### config.mk
export PLATFORM = sky130hd
export DESIGN_NAME = sleep_timer_ctrl
export DESIGN_NICKNAME = d
export VERILOG_FILES = /design/src/rtl/sleep_ctrl_pkg.sv /design/src/rtl/slp_sync2.sv /design/src/rtl/slp_unit_tick.sv /design/src/rtl/slp_count.sv /design/src/rtl/slp_fsm.sv /design/src/rtl/sleep_timer_ctrl.sv
export SDC_FILE = /design/constraint.sdc
export NUM_CORES = 1
export LEC_CHECK = 0
export ABC_CLOCK_PERIOD_IN_PS = 2350
export CAP_MARGIN = 20
export CORE_MARGIN = 8
export CORE_UTILIZATION = 54
export DETAILED_ROUTE_END_ITERATION = 7
export PLACE_DENSITY = 0.8
export SLEW_MARGIN = 40
export SYNTH_ARGS = -nofsm -noshare
export SYNTH_HDL_FRONTEND = slang
export SYNTH_SLANG_ARGS = --single-unit
### constraint.sdc
create_clock -name clk -period 2.35 [get_ports clk]
set_input_delay 0.705 -clock clk [delete_from_list [all_inputs] [get_ports clk]]
set_output_delay 0.705 -clock clk [all_outputs]
set_load 0.01 [all_outputs]
### src/rtl/sleep_ctrl_pkg.sv
package sleep_ctrl_pkg;

    localparam int REG_W = 16;
    localparam int CNT_W = 8;

    typedef enum logic [1:0] {
        ST_AWAKE  = 2'd0,
        ST_SLEEP  = 2'd1,
        ST_RESUME = 2'd2
    } slp_state_e;

endpackage

### src/rtl/slp_sync2.sv
module slp_sync2 #(
    parameter logic RST_VAL = 1'b1
) (
    input  logic clk,
    input  logic rst_n,
    input  logic d,
    output logic q
);
    logic meta;

    always_ff @(posedge clk or negedge rst_n) begin
        if (!rst_n) begin
            meta <= RST_VAL;
            q    <= RST_VAL;
        end else begin
            meta <= d;
            q    <= meta;
        end
    end
endmodule

### src/rtl/slp_unit_tick.sv
module slp_unit_tick #(
    parameter int UNIT_CYCLES = 2
) (
    input  logic clk,
    input  logic rst_n,
    input  logic run,
    input  logic clear,
    output logic tick
);
    localparam int PRE_W = (UNIT_CYCLES > 2) ? $clog2(UNIT_CYCLES) : 1;
    localparam logic [PRE_W-1:0] LAST = PRE_W'(UNIT_CYCLES - 1);

    logic [PRE_W-1:0] pre;

    always_ff @(posedge clk or negedge rst_n) begin
        if (!rst_n) begin
            pre <= '0;
        end else if (clear) begin
            pre <= '0;
        end else if (run) begin
            if (pre == LAST) pre <= '0;
            else             pre <= pre + 1'b1;
        end
    end

    assign tick = run && (pre == LAST);
endmodule

### src/rtl/slp_count.sv
module slp_count #(
    parameter int W = 8
) (
    input  logic         clk,
    input  logic         rst_n,
    input  logic         load,
    input  logic [W-1:0] load_val,
    input  logic         dec,
    input  logic         clear,
    output logic [W-1:0] count,
    output logic         last
);
    always_ff @(posedge clk or negedge rst_n) begin
        if (!rst_n)      count <= '0;
        else if (clear)  count <= '0;
        else if (load)   count <= load_val;
        else if (dec)    count <= count - 1'b1;
    end

    assign last = (count == W'(1));
endmodule

### src/rtl/slp_fsm.sv
module slp_fsm
    import sleep_ctrl_pkg::*;
(
    input  logic clk,
    input  logic rst_n,
    input  logic wr_start,
    input  logic cs_low,
    input  logic tick,
    input  logic last,
    output logic cnt_load,
    output logic cnt_dec,
    output logic cnt_clear,
    output logic pre_run,
    output logic pre_clear,
    output logic sleep_active,
    output logic wake_pulse
);
    slp_state_e state, state_nx;

    always_ff @(posedge clk or negedge rst_n) begin
        if (!rst_n) state <= ST_AWAKE;
        else        state <= state_nx;
    end

    always_comb begin
        state_nx = state;
        unique case (state)
            ST_AWAKE:  if (wr_start) state_nx = ST_SLEEP;
            ST_SLEEP:  if (cs_low || (tick && last)) state_nx = ST_RESUME;
            ST_RESUME: state_nx = wr_start ? ST_SLEEP : ST_AWAKE;
            default:   state_nx = ST_AWAKE;
        endcase
    end

    always_comb begin
        cnt_load     = 1'b0;
        cnt_dec      = 1'b0;
        cnt_clear    = 1'b0;
        pre_run      = 1'b0;
        pre_clear    = 1'b0;
        sleep_active = 1'b0;
        wake_pulse   = 1'b0;
        unique case (state)
            ST_AWAKE: begin
                cnt_load  = wr_start;
                pre_clear = wr_start;
            end
            ST_SLEEP: begin
                sleep_active = 1'b1;
                pre_run      = 1'b1;
                cnt_clear    = cs_low || (tick && last);
                cnt_dec      = tick && !last && !cs_low;
            end
            ST_RESUME: begin
                wake_pulse = 1'b1;
                cnt_load   = wr_start;
                pre_clear  = wr_start;
            end
            default: ;
        endcase
    end
endmodule

### src/rtl/sleep_timer_ctrl.sv
module sleep_timer_ctrl
    import sleep_ctrl_pkg::*;
#(
    parameter int CLK_HZ = 125_000_000
) (
    input  logic             clk,
    input  logic             rst_n,
    input  logic             wr_en,
    input  logic [REG_W-1:0] wr_data,
    input  logic             cs_n,
    output logic [REG_W-1:0] rd_count,
    output logic             sleep_active,
    output logic             wake_pulse
);
    localparam int UNIT_CYCLES = (CLK_HZ / 2 > 1) ? CLK_HZ / 2 : 2;

    logic             cs_n_sync;
    logic             wr_start;
    logic             tick, last;
    logic             cnt_load, cnt_dec, cnt_clear;
    logic             pre_run, pre_clear;
    logic [CNT_W-1:0] count;

    assign wr_start = wr_en && (wr_data[CNT_W-1:0] != '0);

    slp_sync2 #(.RST_VAL(1'b1)) u_cs_sync (
        .clk   (clk),
        .rst_n (rst_n),
        .d     (cs_n),
        .q     (cs_n_sync)
    );

    slp_unit_tick #(.UNIT_CYCLES(UNIT_CYCLES)) u_tick (
        .clk   (clk),
        .rst_n (rst_n),
        .run   (pre_run),
        .clear (pre_clear),
        .tick  (tick)
    );

    slp_count #(.W(CNT_W)) u_count (
        .clk      (clk),
        .rst_n    (rst_n),
        .load     (cnt_load),
        .load_val (wr_data[CNT_W-1:0]),
        .dec      (cnt_dec),
        .clear    (cnt_clear),
        .count    (count),
        .last     (last)
    );

    slp_fsm u_fsm (
        .clk          (clk),
        .rst_n        (rst_n),
        .wr_start     (wr_start),
        .cs_low       (!cs_n_sync),
        .tick         (tick),
        .last         (last),
        .cnt_load     (cnt_load),
        .cnt_dec      (cnt_dec),
        .cnt_clear    (cnt_clear),
        .pre_run      (pre_run),
        .pre_clear    (pre_clear),
        .sleep_active (sleep_active),
        .wake_pulse   (wake_pulse)
    );

    assign rd_count = {{(REG_W-CNT_W){1'b0}}, count};
endmodule

==> impl_metrics.json, run 1 <==
{
  "grtUsageTotal": 0.185,
  "grt_max_degree": 39,
  "vias": 2420,
  "gr-total-overflow": 0,
  "wl_per_cell_um": 17.5,
  "critPathArrivalTime_ps": 2490,
  "first_pass_iters": 5,
  "yosysWarnings": 0,
  "hold_viol_final": 0,
  "finalClockSkew_ps": 9.74,
  "period_needed_ps": 2270,
  "rsz0062_at_grt": "no",
  "design_area_sq_um": 3050,
  "die_h_um": 83.1,
  "post-route-drc-count": 0,
  "place.gp.congestion": 0.985,
  "synth_cell_types": 63,
  "ctsHtreeMaxLevel": 2,
  "worstSetupPathType": "in -> reg",
  "die_w_um": 83.1,
  "via_per_inst": 6.34,
  "num_antenna_cells": 0,
  "ff2ff_setup_slack_ps": 160,
  "clock_latency_ps": 290,
  "async_flop_share": 1.00,
  "holdPathEnd": "u_cs_sync.q",
  "synth_flop_cell": "dfrtp_1",
  "drtAntennaViolNets": 0,
  "routed_wl_mm": 6.69,
  "cts_root_buf": "clkbuf_8",
  "synthTopCellsByArea": "dfrtp_1, nand2_1, nand3_1",
  "cts_hold_buf": 0,
  "ys_ff_latch": 38,
  "clk_pin_slew_ps": 60,
  "dp.final_hpwl_mm": 4.95,
  "drive_gt1_frac": 0.197,
  "rows": 24,
  "reg2reg_depth": 6,
  "port-buffer-count": 21,
  "numCtsBuffers": 5,
  "hold_depth": 0,
  "die-area_sq_um": 6900,
  "p_per_area_nw_per_um2": 621,
  "drt_iter0_drc": 228,
  "cap_violations": 0,
  "worstReg2RegStart": "u_tick.pre[0]",
  "yosys.area.top_type": "dfrtp_1",
  "synth_area_per_cell_sq_um": 8.97,
  "grt_pass1_wl_mm": 10.9,
  "setup_viol": 0,
  "ios": 38,
  "synth-edff-count": 0,
  "cts.path.max_buffers": 2,
  "period_share": 0.965,
  "syn_inst": 271,
  "slew_viol_final": 0,
  "final_nets": 352,
  "grt_antenna_before_repair": 0,
  "coreArea_sq_um": 4350,
  "dpl-instance-area_sq_um": 2920,
  "end_kind": "flop",
  "cts_sinks": 38,
  "syn_to_final_growth_pct": 25.4,
  "fillerInstances": 330,
  "status": "completed",
  "start_kind": "input port",
  "tns_ps": 0,
  "fmax_mhz": 441,
  "critPathRequiredTime_ps": 2570,
  "ys_seq_area_frac": 0.392,
  "cts_tree": "done",
  "worst-path-max-fanout": 6,
  "hp-class": "reg -> reg",
  "synth_area_sq_um": 2430,
  "initial_utilization": 0.558,
  "min_from": "u_cs_sync.meta",
  "rr_endpoint": "u_tick.pre[24]",
  "grt_pass1_vias": 2276,
  "p_leak_nw": 1.34,
  "netlist.area_leader.share": 0.371,
  "vdd_ir_drop_max_mv": 0.354
}
## Yosys cell counts, drive strengths merged, types with 4 or more instances
| cell | n |
|---|---|
| a21oi | 14 |
| a22oi | 4 |
| and2 | 4 |
| and3 | 7 |
| buf | 10 |
| clkbuf | 5 |
| dfrtp | 36 |
| inv | 10 |
| nand2 | 30 |
| nand3 | 18 |
| nand4 | 13 |
| nor2 | 19 |
| nor4 | 6 |
| o211ai | 6 |
| o21ai | 13 |
| or3 | 5 |
| or4 | 4 |
| xor2 | 5 |
## where the power goes
part	switching, W	internal, W
combinational	0.000307	0.000295
sequential	0.000126	0.000737
clock	0.000222	0.000205
## final cells by class
class / instances / area (sq um) / share of cell area
clock inverter: 2 / 10.0 / 0.00328
clock buffer: 6 / 72.6 / 0.0238
sequential: 38 / 953 / 0.313
inverter: 10 / 37.5 / 0.0123
multi-input combinational: 215 / 1410 / 0.463
timing repair buffer: 59 / 498 / 0.163
tap: 52 / 65.1 / 0.0213
## worst max-delay path: stages
cell and delay, ps:
clkdlybuf4s50_1 420, or4_4 440, o21a_4 260, buf_4 140, a21oi_4 200, buf_4 160, nand3b_1 70, nand3_1 90
## layout by cell type (no fill, tap or decap), types with 3 or more instances in the layout
| cell | count |
|---|---|
| a21oi_1 | 12 |
| a22oi_1 | 4 |
| a31oi_1 | 3 |
| a32oi_1 | 3 |
| and2_1 | 3 |
| and3_1 | 7 |
| and4_1 | 3 |
| buf_4 | 37 |
| clkbuf_8 | 5 |
| clkdlybuf4s50_1 | 14 |
| conb_1 | 8 |
| dfrtp_1 | 36 |
| dlygate4sd2_1 | 3 |
| dlymetal6s2s_1 | 3 |
| ha_1 | 3 |
| inv_1 | 10 |
| nand2_1 | 29 |
| nand2b_1 | 3 |
| nand3_1 | 17 |
| nand4_1 | 13 |
| nand4b_1 | 3 |
| nor2_1 | 19 |
| nor2b_1 | 3 |
| nor4_1 | 4 |
| nor4b_1 | 3 |
| o211ai_1 | 6 |
| o21ai_0 | 6 |
| o21ai_1 | 7 |
| or3_1 | 5 |
| xnor2_1 | 3 |
| xor2_1 | 5 |
## per-stage QoR
| stage | utilization | power (W) | std cells | worst slack (ps) | hold slack (ps) |
|---|---|---|---|---|---|
| 3_5_place_dp | 0.670 | 0.00145 | 373 | -401 | 350 |
| 3_3_place_gp | 0.670 | 0.00143 | 373 | -392 | 346 |
| 5_1_grt | 0.700 | 0.00199 | 382 | 17.1 | 366 |
| 6_report | 0.700 | 0.00189 | 382 | 82.2 | 360 |
| 2_1_floorplan | - | 0.00116 | 278 | 123 | 345 |
| 4_1_cts | 0.697 | 0.00189 | 381 | 17.5 | 360 |
## flip-flops by register name (all words and copies together), names as in the netlist
signal          flops
u_count.count       8
u_tick.pre         26
u_cs_sync.meta      1
u_cs_sync.q         1
u_fsm.state         2
## worst max-delay path by stage
stage,startpoint,to,slack (ps),depth (start not counted)
after CTS,wr_data[5],u_tick.pre[14],20,7
after detailed placement,wr_data[3],u_tick.pre[8],-400,7
after global routing,wr_data[5],u_tick.pre[8],20,7
after global placement,wr_data[3],u_tick.pre[8],-390,7
final,wr_data[5],u_tick.pre[15],80,8
after floorplan,wr_data[3],u_tick.pre[15],120,6
## cells by family (layout without fill, tap and decap cells)
family | count (synthesis) | in the layout | share of synthesized area
DFF | 38 | 38 | 0.392
AOI/OAI and AO/OA | 64 | 64 | 0.186
adders and majority gates | 3 | 3 | 0.0154
and+or+nand+nor | 131 | 131 | 0.320
xor gates and xnor gates | 8 | 8 | 0.0288
buffers and inverters | 25 | 77 | 0.0520
muxes | 1 | 1 | 0.00412
other | 1 | 8 | 0.00154
## per-layer routing
metal	vias to the layer above	routed length, um	global-route usage
met5	-	0	0
met4	0	112	0.0591
met3	15	475	0.0439
met2	106	3210	0.302
met1	1176	2890	0.233
li1	1123	-	-
## what timing repair did
| action | in CTS | in global routing |
|---|---|---|
| resized for setup | 11 | 3 |
| setup endpoints to repair | 12 | 16 |
| pin swaps | 6 | 4 |
| setup buffers | 0 | 1 |
Power figures use the tool's default switching activity.
==> run 2: changes to the inputs <==
--- a/config.mk
+++ b/config.mk
@@ -5,12 +5,12 @@
 export SDC_FILE = /design/constraint.sdc
 export NUM_CORES = 1
 export LEC_CHECK = 0
-export ABC_CLOCK_PERIOD_IN_PS = 2350
+export ABC_CLOCK_PERIOD_IN_PS = 2200
 export CAP_MARGIN = 20
 export CORE_MARGIN = 8
-export CORE_UTILIZATION = 54
+export CORE_UTILIZATION = 45
 export DETAILED_ROUTE_END_ITERATION = 7
-export PLACE_DENSITY = 0.8
+export PLACE_DENSITY = 0.69
 export SLEW_MARGIN = 40
 export SYNTH_ARGS = -nofsm -noshare
 export SYNTH_HDL_FRONTEND = slang
==> constraint.sdc (replaced) <==
create_clock -name clk -period 2.2 [get_ports clk]
set_input_delay 0.66 -clock clk [delete_from_list [all_inputs] [get_ports clk]]
set_output_delay 0.66 -clock clk [all_outputs]
set_load 0.01 [all_outputs]
==> run 2 against run 1 <==
Net effect:
- die area up 16%
- register-to-register slack worse by 20 ps
- hold slack worse by 4.6 ps
- wire length up 1.7%
- first-iteration DRC count down 14%
- sequential power up 5.1%
- count of clock-buffer cells in the layout unchanged
- final area up 1.1%
- non-clock buffer count down 1
- combinational power up 8.1%
- via count down 0.25%
- flip-flop and latch count unchanged
- largest cell class unchanged
- largest power group unchanged
==> impl_metrics.json, run 2 (same netlist as run 1, synthesis figures left out) <==
{
  "grt_util_met2": 0.282,
  "p_leak_nw": 1.34,
  "place_ws_ps": -513,
  "worst_slack_ps": 67.4,
  "dp.cells": 391,
  "wl_per_cell_um": 17.0,
  "start_kind": "input port",
  "hp-class": "reg -> reg",
  "worstReg2RegStart": "u_tick.pre[5]",
  "grtUsageTotal": 0.183,
  "timing.critical_path.to": "u_tick.pre[14]",
  "status": "completed",
  "syn_to_final_growth_pct": 26.8,
  "num_antenna_cells": 0,
  "post-route-drc-count": 0,
  "max_flop_register": "u_tick.pre",
  "worstSetupPathType": "in -> reg",
  "place.gp.congestion": 0.872,
  "initial_utilization": 0.470,
  "ctsHtreeMaxLevel": 2,
  "clk_pin_slew_ps": 80,
  "p_per_area_nw_per_um2": 671,
  "critPathRequiredTime_ps": 2390,
  "whs_ps": 356,
  "vias": 2414,
  "post_cts_buffers": 0,
  "reg.largest.list": "u_tick.pre x26, u_count.count x8, u_fsm.state x2",
  "design_area_sq_um": 3080,
  "vdd_ir_drop_max_mv": 0.295,
  "p_total_w": 0.00207,
  "drtAntennaViolNets": 0,
  "period_share": 0.969,
  "cts_hold_buf": 0,
  "gr-total-overflow": 0,
  "numCtsBuffers": 5,
  "coreArea_sq_um": 5170,
  "cts_sinks": 38,
  "grt_antenna_before_repair": 0,
  "via_per_inst": 6.05,
  "end_kind": "flop",
  "period_needed_ps": 2130,
  "worst-path-max-fanout": 7,
  "grt_use_met3": 0.0285,
  "setup_viol": 0,
  "multi_input_area_sq_um": 1420,
  "grtUsageMet1": 0.240,
  "die_h_um": 89.5,
  "critPathArrivalTime_ps": 2320,
  "largest_register_ffs": 26,
  "routed_wl_mm": 6.80,
  "rsz0062_at_grt": "no",
  "grt.busiest_layer": "met2",
  "final_cells": 399,
  "cts_tree": "done",
  "dp.final_hpwl_mm": 5.07,
  "finalClockSkew_ps": 12.1,
  "layout_common_cells": "buf_4, dfrtp_1, nand2_1",
  "first_pass_iters": 5,
  "rr_endpoint": "u_count.count[0]",
  "dpl-instance-area_sq_um": 2950,
  "ff2ff_setup_slack_ps": 140,
  "cap_violations": 0,
  "rows": 26,
  "drt_iter0_drc": 197,
  "die-area_sq_um": 8010,
  "clock_latency_ps": 290,
  "fmax_mhz": 469,
  "ios": 38,
  "cts.path.max_buffers": 2,
  "reg2reg_depth": 5,
  "cts_root_buf": "clkbuf_8",
  "fillerInstances": 451,
  "startpoint": "wr_data[1]",
  "grt_pass1_wl_mm": 11.3,
  "slew_viol_final": 0,
  "grt_pass1_vias": 2356,
  "final_nets": 351,
  "drive_gt1_frac": 0.198,
  "hold_viol_final": 0,
  "grt_max_degree": 39,
  "port-buffer-count": 21,
  "die_w_um": 89.5,
  "seqCellArea_sq_um": 953
}
==> run 2: final cells by class <==
cell class / count / area share
Sequential cell: 38 / 0.310
Inverter: 10 / 0.0122
Clock inverter: 2 / 0.00406
Multi-Input combinational cell: 215 / 0.460
Timing Repair Buffer: 58 / 0.159
Clock buffer: 6 / 0.0268
Tap cell: 70 / 0.0284
==> run 2: routing by layer <==
metal	wire length [um]	vias to the layer above
met1	3040	1169
met5	0	-
met2	3100	108
met4	172	0
li1	-	1125
met3	494	12
==> run 2: what timing repair did <==
item | CTS | global route
pin swaps | 4 | 6
setup endpoints to repair | 27 | 11
gates resized for setup | 15 | 4
==> run 2: how the worst min path moves through the flow <==
stage              startpoint          end  slack [ps]  cells after the start
2_1_floorplan  u_cs_sync.meta  u_cs_sync.q         350                      0
3_5_place_dp   u_cs_sync.meta  u_cs_sync.q         350                      0
5_1_grt        u_cs_sync.meta  u_cs_sync.q         370                      0
4_1_cts        u_cs_sync.meta  u_cs_sync.q         360                      0
6_report       u_cs_sync.meta  u_cs_sync.q         360                      0
3_3_place_gp   u_cs_sync.meta  u_cs_sync.q         350                      0
==> run 2: power by group <==
part,total [W],internal [W],switching [W]
Combinational,0.000651,0.000316,0.000335
Clock,0.000510,0.000252,0.000258
Sequential,0.000907,0.000787,0.000120
==> run 2: metrics by stage <==
| step | TNS, ps | util |
|---|---|---|
| after floorplan | 0 | - |
| after global placement | -11780 | 0.570 |
| after detailed placement | -12270 | 0.570 |
| after CTS | 0 | 0.592 |
| after global routing | 0 | 0.596 |
| final | 0 | 0.596 |
==> run 2: worst max-delay path, stage by stage <==
cell and delay, ps:
dlygate4sd2_1 240, or4_4 550, o21a_4 250, buf_12 140, o2111a_1 250, xnor2_1 150
nor2_1 70
==> run 3: changes to the inputs <==
--- a/config.mk
+++ b/config.mk
@@ -11,6 +11,7 @@
 export CORE_UTILIZATION = 45
 export DETAILED_ROUTE_END_ITERATION = 7
 export PLACE_DENSITY = 0.69
+export REMOVE_ABC_BUFFERS = 1
 export SLEW_MARGIN = 40
 export SYNTH_ARGS = -nofsm -noshare
 export SYNTH_HDL_FRONTEND = slang
==> run 3 against run 2 <==
Net effect:
- largest power group unchanged
- global-route usage shrank 0.81 points
- maximum frequency grew 1.9%
- non-clock buffer count is the same
- die area is the same
- hold slack lost 47 ps
- register-to-register slack gained 30 ps
- core utilization grew 0.65 points
- first-iteration DRC count grew 57%
- combinational power is essentially flat
==> impl_metrics.json, run 3 (same netlist as run 1, synthesis figures left out) <==
{
  "fmax_mhz": 478,
  "end_kind": "flop",
  "largest_register_ffs": 26,
  "period_needed_ps": 2090,
  "post-route-drc-count": 0,
  "ctsHtreeMaxLevel": 2,
  "finalClockSkew_ps": 7.48,
  "clock_latency_ps": 300,
  "die-area_sq_um": 8010,
  "dp.final_hpwl_mm": 4.99,
  "cts_sinks": 38,
  "p_per_area_nw_per_um2": 693,
  "cts_tree": "done",
  "vdd_ir_drop_max_mv": 0.399,
  "final_nets": 351,
  "die_w_um": 89.5,
  "crit_slowest_cell": "or4_4",
  "wl_per_cell_um": 16.5,
  "syn_to_final_growth_pct": 28.2,
  "grtUsageTotal": 0.175,
  "coreArea_sq_um": 5170,
  "hold_viol_final": 0,
  "cts.path.max_buffers": 2,
  "ios": 38,
  "slew_viol_final": 0,
  "p_total_w": 0.00216,
  "drtAntennaViolNets": 0,
  "grt_pass1_vias": 2190,
  "num_antenna_cells": 0,
  "drt_iter0_drc": 309,
  "cp_top_family": "simple AND/OR/NAND/NOR gates",
  "place_ws_ps": -510,
  "cap_violations": 0,
  "layout_common_cells": "dfrtp_1, buf_4, nand2_1",
  "crit_buf_inv": 2,
  "crit_chain": "dlygate4sd2_1 > or4_4 > o21a_4 > buf_4 > a21oi_4 > nand4_1 > mux2i_1",
  "start_kind": "input port",
  "via_per_inst": 5.90,
  "first_pass_iters": 5,
  "routed_wl_mm": 6.59,
  "period_share": 0.951,
  "grt_antenna_before_repair": 0,
  "grt_pass1_wl_mm": 10.9,
  "worst-path-max-fanout": 6,
  "setup_viol": 0,
  "vias": 2353,
  "p_leak_nw": 1.36,
  "max_flop_register": "u_tick.pre",
  "place.gp.congestion": 0.947,
  "cts_root_buf": "clkbuf_8",
  "drive_gt1_frac": 0.201,
  "gr-total-overflow": 0,
  "tns_ps": 0,
  "numCtsBuffers": 5,
  "worst_slack_ps": 107,
  "worstSetupPathType": "in -> reg",
  "critPathArrivalTime_ps": 2320,
  "mostFrequentLayoutCell": "dfrtp_1",
  "cts_hold_buf": 0,
  "rows": 26,
  "status": "completed",
  "initial_utilization": 0.470,
  "hp-class": "in -> async",
  "port-buffer-count": 21,
  "grt_max_degree": 21,
  "critPathRequiredTime_ps": 2420,
  "reg.largest.list": "u_tick.pre x26, u_count.count x8, u_fsm.state x2",
  "clk_pin_slew_ps": 80,
  "die_h_um": 89.5,
  "cp_slowest_stage_delay_ps": 530,
  "rsz0062_at_grt": "no"
}
## run 3: area by class of cell
class,instances,area (sq um)
Tap cell,70,87.6
Clock buffer,5,68.8
Fill cell,457,2060
Inverter,10,37.5
Clock inverter,3,45.0
Multi-Input combinational cell,215,1420
Sequential cell,38,953
Timing Repair Buffer,58,503
## run 3: power breakdown
| part | internal [W] | switching, W |
|---|---|---|
| clock network | 0.000337 | 0.000260 |
| registers | 0.000787 | 0.000121 |
| logic | 0.000324 | 0.000330 |
## run 3: repair_timing
action | in CTS | in global routing
buffers inserted | 1 | 0
endpoints found under the setup margin | 25 | 12
pin swaps | 4 | 4
endpoints found under the hold margin | 0 | 0
gates cloned | 0 | 1
resized for setup | 12 | 7
## run 3: worst paths after layout
kind                       cells past startpoint  slack [ps]           start          endpoint
setup / recovery                               7         110      wr_data[5]     u_tick.pre[8]
hold / removal                                 1         310           rst_n    u_tick.pre[15]
setup reg to reg                               7         170   u_tick.pre[0]    u_tick.pre[18]
hold reg to reg                                0         360  u_cs_sync.meta       u_cs_sync.q
max in group asynchronous                      2        1430           rst_n  u_count.count[3]
min in group clk                               0         360  u_cs_sync.meta       u_cs_sync.q
## run 3: metrics by stage
step	instances	cell area (sq um)	util	hold WS [ps]
after global routing	399	3110	0.602	352
final	399	3110	0.602	309
after global placement	389	2940	0.567	346
after floorplan	263	2370	-	345
after CTS	398	3080	0.595	322
after detailed placement	389	2940	0.567	347
## run 3: routing by layer
metal,vias up,routed length [um],GRT usage
met5,-,0,0
met4,0,209,0.0861
met3,17,422,0.0239
met2,88,2920,0.261
met1,1125,3030,0.242
li1,1123,-,-
